<file path="config.mk">
export PLATFORM = sky130hd
export DESIGN_NAME = offs_sol_seq
export DESIGN_NICKNAME = d
export VERILOG_FILES = /design/src/rtl/offs_pkg.sv /design/src/rtl/offs_sync.sv /design/src/rtl/offs_step_decode.sv /design/src/rtl/offs_window.sv /design/src/rtl/offs_req_latch.sv /design/src/rtl/offs_sol_seq.sv
export SDC_FILE = /design/constraint.sdc
export NUM_CORES = 1
export LEC_CHECK = 0
export ABC_AREA = 1
export BUFFER_PORTS_ARGS = -buffer_cell sky130_fd_sc_hd__buf_2
export CORE_AREA = 2 2 39 41
export DETAILED_ROUTE_END_ITERATION = 10
export DIE_AREA = 0 0 41 43
export PLACE_DENSITY = 0.45
export SYNTH_ARGS = -nofsm -noshare
export SYNTH_HDL_FRONTEND = slang
export SYNTH_SLANG_ARGS = --single-unit
</file>
<file path="constraint.sdc">
create_clock -name clk -period 1.3 [get_ports clk]
set_clock_uncertainty 0.2 [all_clocks]
set_input_delay 0.065 -clock clk [delete_from_list [all_inputs] [get_ports clk]]
set_output_delay 0.065 -clock clk [all_outputs]
set_load 0.02 [all_outputs]
</file>
<file path="src/rtl/offs_pkg.sv">
package offs_pkg;

  typedef struct packed {
    logic on_hit;
    logic off_hit;
  } step_ev_t;

  // True when a valid strobe names the given step.
  function automatic logic step_match(input logic stb, input logic [31:0] idx,
                                      input int unsigned target,
                                      input int unsigned nsteps);
    return stb && (idx < nsteps) && (idx == target);
  endfunction

  // Next window state from the decoded step events.
  function automatic logic win_next(input logic win, input step_ev_t ev);
    if (ev.on_hit)       return 1'b1;
    else if (ev.off_hit) return 1'b0;
    else                 return win;
  endfunction

  // Next pending-latch value: consumed at the energise step, while a request
  // seen on that same edge is kept for the following card.
  function automatic logic pend_next(input logic pend, input logic req,
                                     input logic on_hit);
    if (on_hit) return req;
    else        return pend | req;
  endfunction

endpackage

</file>
<file path="src/rtl/offs_sync.sv">
module offs_sync #(
  parameter int STAGES = 2
) (
  input  logic clk,
  input  logic rst_n,
  input  logic d,
  output logic q
);
  generate
    if (STAGES == 0) begin : g_bypass
      assign q = d;
    end else begin : g_chain
      logic [STAGES-1:0] sr;
      always_ff @(posedge clk or negedge rst_n) begin
        if (!rst_n) sr <= '0;
        else if (STAGES == 1) sr <= d;
        else sr <= {sr[STAGES-2:0], d};
      end
      assign q = sr[STAGES-1];
    end
  endgenerate
endmodule

</file>
<file path="src/rtl/offs_step_decode.sv">
module offs_step_decode
  import offs_pkg::*;
#(
  parameter int NUM_STEPS = 8,
  parameter int ON_STEP   = 4,
  parameter int OFF_STEP  = 5,
  parameter int STEP_W    = 3
) (
  input  logic              step_stb,
  input  logic [STEP_W-1:0] step_idx,
  output step_ev_t          ev
);
  logic [31:0] idx_ext;
  assign idx_ext    = {{(32-STEP_W){1'b0}}, step_idx};
  assign ev.on_hit  = step_match(step_stb, idx_ext, ON_STEP, NUM_STEPS);
  assign ev.off_hit = step_match(step_stb, idx_ext, OFF_STEP, NUM_STEPS);
endmodule

</file>
<file path="src/rtl/offs_window.sv">
module offs_window
  import offs_pkg::*;
(
  input  logic     clk,
  input  logic     rst_n,
  input  logic     mclr,
  input  step_ev_t ev,
  output logic     win
);
  always_ff @(posedge clk or negedge rst_n) begin
    if (!rst_n)    win <= 1'b0;
    else if (mclr) win <= 1'b0;
    else           win <= win_next(win, ev);
  end
endmodule

</file>
<file path="src/rtl/offs_req_latch.sv">
module offs_req_latch
  import offs_pkg::*;
(
  input  logic     clk,
  input  logic     rst_n,
  input  logic     mclr,
  input  logic     req_in,
  input  logic     clr5,
  input  step_ev_t ev,
  output logic     pend,
  output logic     active
);
  always_ff @(posedge clk or negedge rst_n) begin
    if (!rst_n) begin
      pend   <= 1'b0;
      active <= 1'b0;
    end else if (mclr) begin
      pend   <= 1'b0;
      active <= 1'b0;
    end else begin
      pend <= pend_next(pend, req_in, ev.on_hit);
      if (clr5)                   active <= 1'b0;
      else if (ev.on_hit && pend) active <= 1'b1;
    end
  end
endmodule

</file>
<file path="src/rtl/offs_sol_seq.sv">
module offs_sol_seq
  import offs_pkg::*;
#(
  parameter int NUM_STEPS   = 8,
  parameter int ON_STEP     = 4,
  parameter int OFF_STEP    = 5,
  parameter int SYNC_STAGES = 2
) (
  input  logic                         clk,
  input  logic                         rst_n,
  input  logic                         mclr,
  input  logic                         host_req,
  input  logic                         chk_en,
  input  logic                         step_stb,
  input  logic [$clog2(NUM_STEPS)-1:0] step_idx,
  input  logic                         pulse5_clr,
  output logic                         sol_drive
);
  localparam int STEP_W = $clog2(NUM_STEPS);

  logic     host_sync;
  logic     chk_sync;
  logic     req_sync;
  step_ev_t step_ev;
  logic     pend_q;
  logic     active_q;
  logic     win_q;

  offs_sync #(.STAGES(SYNC_STAGES)) host_sync_i (
    .clk(clk), .rst_n(rst_n), .d(host_req), .q(host_sync));

  offs_sync #(.STAGES(SYNC_STAGES)) chk_sync_i (
    .clk(clk), .rst_n(rst_n), .d(chk_en), .q(chk_sync));

  assign req_sync = host_sync | chk_sync;

  offs_step_decode #(
    .NUM_STEPS(NUM_STEPS), .ON_STEP(ON_STEP),
    .OFF_STEP(OFF_STEP), .STEP_W(STEP_W)
  ) dec_i (
    .step_stb(step_stb), .step_idx(step_idx), .ev(step_ev));

  offs_req_latch latch_i (
    .clk(clk), .rst_n(rst_n), .mclr(mclr), .req_in(req_sync),
    .clr5(pulse5_clr), .ev(step_ev), .pend(pend_q), .active(active_q));

  offs_window win_i (
    .clk(clk), .rst_n(rst_n), .mclr(mclr), .ev(step_ev), .win(win_q));

  assign sol_drive = active_q & win_q & ~mclr;
endmodule

</file>
==> metrics.csv, run 1 <==
metric;value;unit
maxCapViolations;0;
rsz0062_at_grt;no;
cp-end-kind;async pin;
hp-start;host_sync_i.g_chain.sr[0];
die_h;43;um
synth.area.mux_share;0;%
ant_nets;0;
portBuffers;10;
multi_input_area;73.8;sq um
antenna_cells;0;
synth.avg_cell_area;10.4;sq um
fmax;832;MHz
synth_compound_area_share;7.21;%
reg2reg_depth;4;
area_growth_syn_to_layout;75.5;%
postCtsSetupBuffers;0;
overflow;0;
stdcell_count;65;
peakVddDrop;548;uV
report.final.slew_viol_count;0;
setup.worst_path.start_class;input pin;
path_max_fanout;7;
grt_usage;6.80;%
grt_max_degree;8;
final_nets;60;
start_util;18.8;%
synth_fp_nets;35;
drc;0;
synth_xor_area_share;0;%
clk_latency;0.25;ns
vias_per_cell;3.80;
clkTransAtPathRegs;0.05;ns
ys_warn_count;0;
cp_data_required_time;1.51;ns
fp.coreArea;1380;sq um
powerDensity;1060;nW/um^2
worst_pin_slew;0.310;ns
grt_pass1_vias;205;
avgRoutedWirePerCell;7.68;um
drt_wl_total;499;um
min_path_cells;0;
rrSetupSlack;0.42;ns
core.rowCount;14;
fin_setup_tns;0;ns
holdPathEnd;host_sync_i.g_chain.sr[1];
path_class;input pin to async pin;
r2r_start;win_i.win;
cts.sinks;7;
fp.dieW;41;um
io_pins;11;
finalPower;483;uW
numCtsBuffers;3;
synth_area;260;sq um
synthAdderAreaFrac;0;%
setup_violations;0;
reg2reg_to;win_i.win;
cts_resized;0;
cts.htree.levels;1;
status;complete, no violations;
period_minus_slack;1.20;ns
seq_area;175;sq um
hp-class;register to register;
slew_headroom;79.2;%
critical_path_arrival;1.41;ns
yosysUniqueCellTypes;12;
synth_seq_cells;7;
cts_buffer_depth;2;
place_inst;51;
fin_crit_sh;92.5;%
die_area;1760;sq um
grt_pass1_wl;717;um
synth_top_family_by_area;simple AND/OR/NAND/NOR gates;
antenna_found_initial;0;
nFillCells;135;
p_leak;0.216;nW
drt_pass1_iterations;1;
ctsHoldBuffers;10;
place_congestion;0.557;
yosysSeqAreaShare;67.3;%
synthSimpleGateAreaFrac;21.2;%
clock-root-buffer;clkbuf_4;
drt-initial-drc-count;0;
cts_tree;yes;
synth_cells;25;
drive_gt1_share;32.7;%
vias;247;
hold_viol_final;0;
==> state kept, by name, summed over array words and instances (netlist names) <==
| register | flops |
|---|---|
| host_sync_i.g_chain.sr | 2 |
| latch_i.pend | 1 |
| chk_sync_i.g_chain.sr | 2 |
| win_i.win | 1 |
| latch_i.active | 1 |
==> cell type report <==
| class | instances | share of cell area (%) |
|---|---|---|
| flip-flops and latches | 7 | 38.4 |
| multi-input cells | 15 | 16.2 |
| inverters | 3 | 2.47 |
| clock buffers | 4 | 5.75 |
| repair buffers | 20 | 32.9 |
| well taps | 16 | 4.38 |
==> where the power goes <==
part	switching [mW]	internal, mW
clock	0.0772	0.117
sequential	0.00292	0.228
combinational	0.0220	0.0353
==> cell usage after synthesis, drive strengths merged <==
cell type | number | area (sq um)
nand3 | 1 | 5.00
a21oi | 2 | 13.8
or2 | 1 | 6.26
dfrtp | 7 | 175
inv | 3 | 11.3
nand2 | 5 | 21.3
nor3 | 1 | 5.00
nor2 | 4 | 17.5
o21ai | 1 | 5.00
==> cell usage in the layout, fill, tap and decap left out <==
cell and n:
o21ai_1 1, nand3_1 1, inv_1 3, buf_2 10, dfrtp_1 7, nor2_1 3
dlygate4sd3_1 10, nand2_1 4, or2_0 1, a21oi_1 1, nand2_2 1, a21oi_2 1
clkbuf_1 1, nor3_1 1, clkbuf_4 3, nor2_2 1
==> layer usage <==
| layer | global-route usage, % | wire [um] | part of all wire [%] | up-vias |
|---|---|---|---|---|
| li1 | - | - | - | 125 |
| met1 | 6.31 | 229 | 46 | 109 |
| met2 | 10.3 | 211 | 42 | 13 |
| met3 | 6.28 | 58 | 12 | 0 |
| met4 | 2.00 | 0 | 0 | 0 |
| met5 | 0 | 0 | 0 | - |
==> logic make-up after synthesis <==
logic type      after synthesis
flops                         7
buf+inv                       3
compound gates                3
simple gates                 12
==> how the worst max path moves through the flow <==
stage / from / to / slack, ns / cells past startpoint
2_1_floorplan: win_i.win / sol_drive / 0.20 / 2
3_3_place_gp: win_i.win / sol_drive / 0.37 / 3
3_5_place_dp: win_i.win / sol_drive / 0.37 / 3
4_1_cts: rst_n / host_sync_i.g_chain.sr[0] / 0.08 / 3
5_1_grt: rst_n / win_i.win / 0.02 / 3
6_report: rst_n / host_sync_i.g_chain.sr[0] / 0.1 / 3
==> metrics by stage <==
step                      cell area (sq um)  setup WS (ns)  utilization, %  hold slack (ns)
final                                   457         0.0979            33.0            0.149
after global routing                    457         0.0229            33.0            0.154
after CTS                               457         0.0809            33.0            0.152
after detailed placement                330          0.370            23.9           -0.293
after global placement                  330          0.370            23.9           -0.296
after floorplan                         260          0.203               -           -0.431
==> worst max-delay path, cell delays in order <==
cell	delay (ns)
dlygate4sd3_1	0.52
buf_2	0.10
dlygate4sd3_1	0.73
Power figures use the tool's default switching activity.
==> run 2: changes to the inputs <==
--- a/config.mk
+++ b/config.mk
@@ -5,12 +5,12 @@
 export SDC_FILE = /design/constraint.sdc
 export NUM_CORES = 1
 export LEC_CHECK = 0
-export ABC_AREA = 1
-export BUFFER_PORTS_ARGS = -buffer_cell sky130_fd_sc_hd__buf_2
+export ABC_AREA = 0
 export CORE_AREA = 2 2 39 41
 export DETAILED_ROUTE_END_ITERATION = 10
 export DIE_AREA = 0 0 41 43
-export PLACE_DENSITY = 0.45
+export DONT_BUFFER_PORTS = 1
+export PLACE_DENSITY = 0.38
 export SYNTH_ARGS = -nofsm -noshare
 export SYNTH_HDL_FRONTEND = slang
 export SYNTH_SLANG_ARGS = --single-unit
==> metrics.csv, run 2 <==
metric;value;unit;change
status;finished, violations left;;was complete, no violations
violations;hold timing;;
cp-end-kind;primary output;;was async pin
vias;178;;was 247
critPathTopFamily;simple AND/OR/NAND/NOR gates;;was buffers and inverters
cp_data_required_time;1.03;ns;was 1.51 ns
drive_gt1_share;18.5;%;was 32.7%
synthAdderAreaFrac;0;%;unchanged
antenna_found_initial;0;;unchanged
reg2reg_depth;2;;was 4
synth.avg_cell_area;14.2;sq um;was 10.4 sq um
fin_setup_tns;0;ns;unchanged
crit_end;sol_drive;;was host_sync_i.g_chain.sr[0]
postCtsSetupBuffers;0;;unchanged
synth_area;256;sq um;was 260 sq um
grt_max_degree;8;;unchanged
yosysSeqAreaShare;68.3;%;was 67.3%
die_area;1760;sq um;unchanged
yosysTopAreaCellShare;68.3;%;was 67.3%
setup_violations;0;;unchanged
hold_viol_final;3;;was 0
start_util;18.5;%;was 18.8%
synth_cells;18;;was 25
async_flop_share;100;%;unchanged
clock-root-buffer;clkbuf_4;;unchanged
yosysUniqueCellTypes;11;;was 12
setup.worst_path.start_class;register;;was input pin
clkTransAtPathRegs;0.05;ns;about the same
path_class;register to primary output;;was input pin to async pin
p_leak;0.147;nW;was 0.216 nW
synth_top_area_cell;dfrtp_1;;unchanged
synth_top_family_by_area;simple AND/OR/NAND/NOR gates;;unchanged
overflow;0;;unchanged
ant_nets;0;;unchanged
ctsHoldBuffers;5;;was 10
vias_per_cell;4.14;;was 3.80
reg.largest.list;chk_sync_i.g_chain.sr (2), host_sync_i.g_chain.sr (2);;unchanged
rrSetupSlack;0.21;ns;was 0.42 ns
finalPower;454;uW;was 483 uW
area_growth_syn_to_layout;37.6;%;was 75.5%
final_common_cell;dfrtp_1;;
drt_pass1_iterations;2;;was 1
place_congestion;0.565;;was 0.557
fp.dieW;41;um;unchanged
final_nets;38;;was 60
antenna_cells;0;;unchanged
cts_buffer_depth;2;;unchanged
ys.flop_type;dfrtp_1;;unchanged
synthTopCellsByArea;dfrtp_1, nand4bb_1, and2b_2;;was dfrtp_1, nand2_1, inv_1
hp-class;input pin to register;;was register to register
grt_pass1_wl;696;um;was 717 um
grt_usage;6.70;%;was 6.80%
powerDensity;1290;nW/um^2;was 1060 nW/um^2
cpPeakStageDelay;0.34;ns;was 0.73 ns
whs;-0.291;ns;was 0.149 ns
ys_warn_count;0;;unchanged
drc;0;;unchanged
cp_num_buf_inv;0;;was 3
yosysMostFrequentCell;dfrtp_1;;unchanged
hp-start;mclr;;was host_sync_i.g_chain.sr[0]
path_max_fanout;2;;was 7
numCtsBuffers;3;;unchanged
worst_pin_slew;0.381;ns;was 0.310 ns
fin_crit_sh;93.9;%;was 92.5%
synth_fp_nets;28;;was 35
yosys-top-cells-count;dfrtp_1, nor2_1;;was dfrtp_1, nand2_1, inv_1, nor2_1
crit_start;win_i.win;;was rst_n
synth_edf_count;0;;unchanged
drt_wl_total;441;um;was 499 um
fin_util;25.5;%;was 33.0%
grt_pass1_vias;185;;was 205
synth_compound_area_share;9.27;%;was 7.21%
core.rowCount;14;;unchanged
mostFrequentLayoutCells;dfrtp_1, dlygate4sd3_1, clkbuf_4;;was dlygate4sd3_1, buf_2, dfrtp_1
cts_tree;yes;;unchanged
rsz0062_at_grt;no;;unchanged
cts_resized;0;;unchanged
critical_path.cell_chain;nand2b_2 > nor2_1;;was dlygate4sd3_1 > buf_2 > dlygate4sd3_1
crit_path_top_delay_cell;dfrtp_1;;was dlygate4sd3_1
cts.htree.levels;1;;unchanged
avgRoutedWirePerCell;10.3;um;was 7.68 um
fp.coreArea;1380;sq um;unchanged
report.final.slew_viol_count;0;;unchanged
cp.depth;2;;was 3
reg2reg_to;latch_i.active;;was win_i.win
io_pins;11;;unchanged
peakVddDrop;525;uV;was 548 uV
clk_latency;0.25;ns;about the same
drt-initial-drc-count;1;;was 0
fmax;819;MHz;was 832 MHz
cts.sinks;7;;unchanged
die_h;43;um;unchanged
period_minus_slack;1.22;ns;was 1.20 ns
setup_ws;0.0795;ns;was 0.0979 ns
synth.area.mux_share;0;%;unchanged
dp_slack;0.219;ns;was 0.370 ns
portBuffers;0;;was 10
synth_xor_area_share;0;%;unchanged
slew_headroom;74.5;%;was 79.2%
synth_seq_cells;7;;unchanged
maxCapViolations;0;;unchanged
r2r_start;latch_i.pend;;was win_i.win
critical_path_arrival;0.96;ns;was 1.41 ns
synthSimpleGateAreaFrac;21.0;%;was 21.2%
==> run 2: logic make-up (layout without fill, tap and decap cells) <==
kind of cell	after synthesis	in the layout
flip-flops	7	7
buffers and inverters	1	10
AND/OR/NAND/NOR	7	7
AO/OA/AOI/OAI	3	3
==> run 2: power breakdown <==
| group | total [mW] | internal (mW) | switching, mW |
|---|---|---|---|
| clock | 0.193 | 0.117 | 0.0760 |
| sequential | 0.232 | 0.229 | 0.00328 |
| combinational | 0.0292 | 0.0191 | 0.0101 |
| total | 0.454 | 0.365 | 0.0893 |
==> run 2: worst min path at each step <==
| stage | depth (start not counted) | endpoint | slack [ns] |
|---|---|---|---|
| 6_report | 1 | latch_i.pend | -0.29 |
| 5_1_grt | 1 | latch_i.pend | -0.28 |
| 4_1_cts | 1 | latch_i.pend | -0.30 |
| 3_5_place_dp | 0 | chk_sync_i.g_chain.sr[0] | -0.43 |
| 3_3_place_gp | 0 | chk_sync_i.g_chain.sr[0] | -0.43 |
| 2_1_floorplan | 0 | chk_sync_i.g_chain.sr[0] | -0.43 |
==> run 2: layer usage <==
layer  global-route usage [%]  wire length (um)
met1                     6.00               165
met2                     9.38               214
met3                     7.85                60
met4                     2.00                 0
met5                        0                 0
==> run 2: final cells by class <==
| type | instances | area, sq um |
|---|---|---|
| Multi-Input combinational cell | 10 | 77.6 |
| Fill cell | 155 | 1030 |
| Timing Repair Buffer | 5 | 50.0 |
| Clock buffer | 4 | 26.3 |
| Inverter | 1 | 3.75 |
| Tap cell | 16 | 20.0 |
| Sequential cell | 7 | 175 |
==> run 2: stage by stage <==
step	hold slack (ns)	area, sq um	cells
after floorplan	-0.431	256	18
after global placement	-0.430	277	34
after detailed placement	-0.430	277	34
after CTS	-0.296	353	43
after global routing	-0.283	353	43
final	-0.291	353	43
==> run 2: worst reg2reg max path: cells and delay by family (launching register included) <==
family             cells  cell delay [ns]
and+or+nand+nor        1             0.35
DFF                    1             0.33
AOI/OAI and AO/OA      1             0.11
==> run 3: changes to the inputs <==
--- a/config.mk
+++ b/config.mk
@@ -10,7 +10,8 @@
 export DETAILED_ROUTE_END_ITERATION = 10
 export DIE_AREA = 0 0 41 43
 export DONT_BUFFER_PORTS = 1
-export PLACE_DENSITY = 0.38
+export PLACE_DENSITY = 0.39
 export SYNTH_ARGS = -nofsm -noshare
 export SYNTH_HDL_FRONTEND = slang
+export SYNTH_HIERARCHICAL = 1
 export SYNTH_SLANG_ARGS = --single-unit
==> metrics.csv, run 3 <==
metric;value;unit;change
final_common_cell;dlygate4sd3_1;;was dfrtp_1
finalPower;463;uW;was 454 uW
avgRoutedWirePerCell;9.65;um;was 10.3 um
drt_wl_total;473;um;was 441 um
antenna_found_initial;0;;unchanged
cts.htree.levels;1;;unchanged
rsz0062_at_grt;no;;unchanged
min_path_cells;3;;was 1
drt_pass1_iterations;2;;unchanged
drt-initial-drc-count;1;;unchanged
hold_viol_final;0;;was 3
fmax;859;MHz;was 819 MHz
worst_pin_slew;0.315;ns;was 0.381 ns
whs;0.0184;ns;was -0.291 ns
start_util;18.9;%;was 18.5%
overflow;0;;unchanged
slew_headroom;78.9;%;was 74.5%
postCtsSetupBuffers;0;;unchanged
grt_pass1_wl;772;um;was 696 um
fin_crit_sh;89.5;%;was 93.9%
yosysTopAreaCellShare;67.0;%;was 68.3%
p_leak;0.179;nW;was 0.147 nW
cts_buffer_depth;2;;unchanged
critical_path_arrival;1.10;ns;was 0.96 ns
clkTransAtPathRegs;0.05;ns;about the same
cts_tree;yes;;unchanged
vias;188;;was 178
period_minus_slack;1.16;ns;was 1.22 ns
portBuffers;0;;unchanged
synth_seq_cells;7;;unchanged
setup_violations;0;;unchanged
io_pins;11;;unchanged
yosysSeqAreaShare;67.0;%;was 68.3%
yosysMostFrequentCell;dfrtp_1;;unchanged
fin_area;408;sq um;was 353 sq um
dp_slack;0.332;ns;was 0.219 ns
path_class;input pin to register;;was register to primary output
status;complete, no violations;;was finished, violations left
cp-end-kind;register;;was primary output
reg2reg_depth;3;;was 2
drc;0;;unchanged
core.rowCount;14;;unchanged
synth_fp_nets;29;;was 28
fp.coreArea;1380;sq um;unchanged
ys_warn_count;6;;was 0
maxCapViolations;0;;unchanged
clk_latency;0.24;ns;was 0.25 ns
clock-root-buffer;clkbuf_4;;unchanged
fp.dieW;41;um;unchanged
report.final.slew_viol_count;0;;unchanged
powerDensity;1140;nW/um^2;was 1290 nW/um^2
stdcell_count;49;;was 43
die_area;1760;sq um;unchanged
synth_area;262;sq um;was 256 sq um
path_max_fanout;3;;was 2
ant_nets;0;;unchanged
numCtsBuffers;3;;unchanged
ctsHoldBuffers;10;;was 5
synth_edf_count;0;;unchanged
cts.sinks;7;;unchanged
place_inst;35;;was 34
setup_ws;0.136;ns;was 0.0795 ns
async_flop_share;100;%;unchanged
final_nets;44;;was 38
setup.worst_path.start_class;input pin;;was register
synthTopCellsByArea;dfrtp_1, a21oi_2, and4bb_2;;was dfrtp_1, nand4bb_1, and2b_2
ys.flop_type;dfrtp_1;;unchanged
area_growth_syn_to_layout;56.0;%;was 37.6%
yosys-top-cells-count;dfrtp_1, a21oi_2, inv_1, nand2b_1;;was dfrtp_1, nor2_1
peakVddDrop;634;uV;was 525 uV
cts_resized;0;;unchanged
mostFrequentLayoutCells;dlygate4sd3_1, dfrtp_1, clkbuf_4;;was dfrtp_1, dlygate4sd3_1, clkbuf_4
place_congestion;0.618;;was 0.565
cp_data_required_time;1.23;ns;was 1.03 ns
synth_cells;19;;was 18
grt_usage;7.51;%;was 6.70%
synth.avg_cell_area;13.8;sq um;was 14.2 sq um
grt_pass1_vias;198;;was 185
antenna_cells;0;;unchanged
fin_util;29.5;%;was 25.5%
synth_top_area_cell;dfrtp_1;;unchanged
hp-class;input pin to register;;unchanged
reg.largest.list;chk_sync_i/g_chain.sr (2), host_sync_i/g_chain.sr (2);;was chk_sync_i.g_chain.sr (2), host_sync_i.g_chain.sr (2)
grt_max_degree;8;;unchanged
drive_gt1_share;21.2;%;was 18.5%
fin_setup_tns;0;ns;unchanged
place_area;282;sq um;was 277 sq um
yosysUniqueCellTypes;10;;was 11
vias_per_cell;3.84;;was 4.14
die_h;43;um;unchanged
## run 3: cell types whose count changed in the layout (fill, tap and decap cells not counted), moves of 2 or more
cell / before / now
a21oi_2: 0 / 2
nand2b_1: 0 / 2
nor2_1: 2 / 0
dlygate4sd3_1: 5 / 10
## run 3: worst max-delay path, cell delays in order
cell           delay (ns)
dlygate4sd3_1        0.52
and4bb_2             0.32
nand2b_1             0.13
a21oi_2              0.06
## run 3: kinds of logic (layout without fill, tap and decap cells)
| family | after synthesis | after routing | share of synthesized area, % |
|---|---|---|---|
| AO/OA/AOI/OAI | 3 | 3 | 8.61 |
| buffers and inverters | 2 | 16 | 2.87 |
| flip-flops | 7 | 7 | 67.0 |
| AND/OR/NAND/NOR | 7 | 7 | 21.5 |
## run 3: layer usage
layer,track usage (%),up-vias,share of wire (%)
li1,-,92,-
met1,5.33,88,34
met2,11.3,8,56
met3,8.38,0,10
met4,4.00,0,0
met5,0,-,0
## run 3: layout make-up
| class | instances | area (sq um) |
|---|---|---|
| multi-input cells | 10 | 78.8 |
| fillers | 151 | 976 |
| repair buffers | 10 | 100 |
| flip-flops and latches | 7 | 175 |
| clock buffers | 4 | 26.3 |
| well taps | 16 | 20.0 |
| inverters | 2 | 7.51 |
## run 3: final timing paths
| kind | slack, ns | from | to |
|---|---|---|---|
| max reg2reg | 0.32 | chk_sync_i/g_chain.sr[1] | latch_i/pend |
| min reg2reg | 0.15 | chk_sync_i/g_chain.sr[0] | chk_sync_i/g_chain.sr[1] |
| max | 0.14 | step_idx[0] | latch_i/pend |
| min in group asynchronous | 0.47 | rst_n | latch_i/pend |
| max in group asynchronous | 0.19 | rst_n | host_sync_i/g_chain.sr[0] |
| min | 0.02 | step_idx[0] | win_i/win |
## run 3: power breakdown
part	total, mW	internal [mW]	switching [mW]	leakage, nW
clock network	0.192	0.117	0.0753	0.0150
logic	0.0400	0.0267	0.0133	0.0777
registers	0.231	0.228	0.00342	0.0864
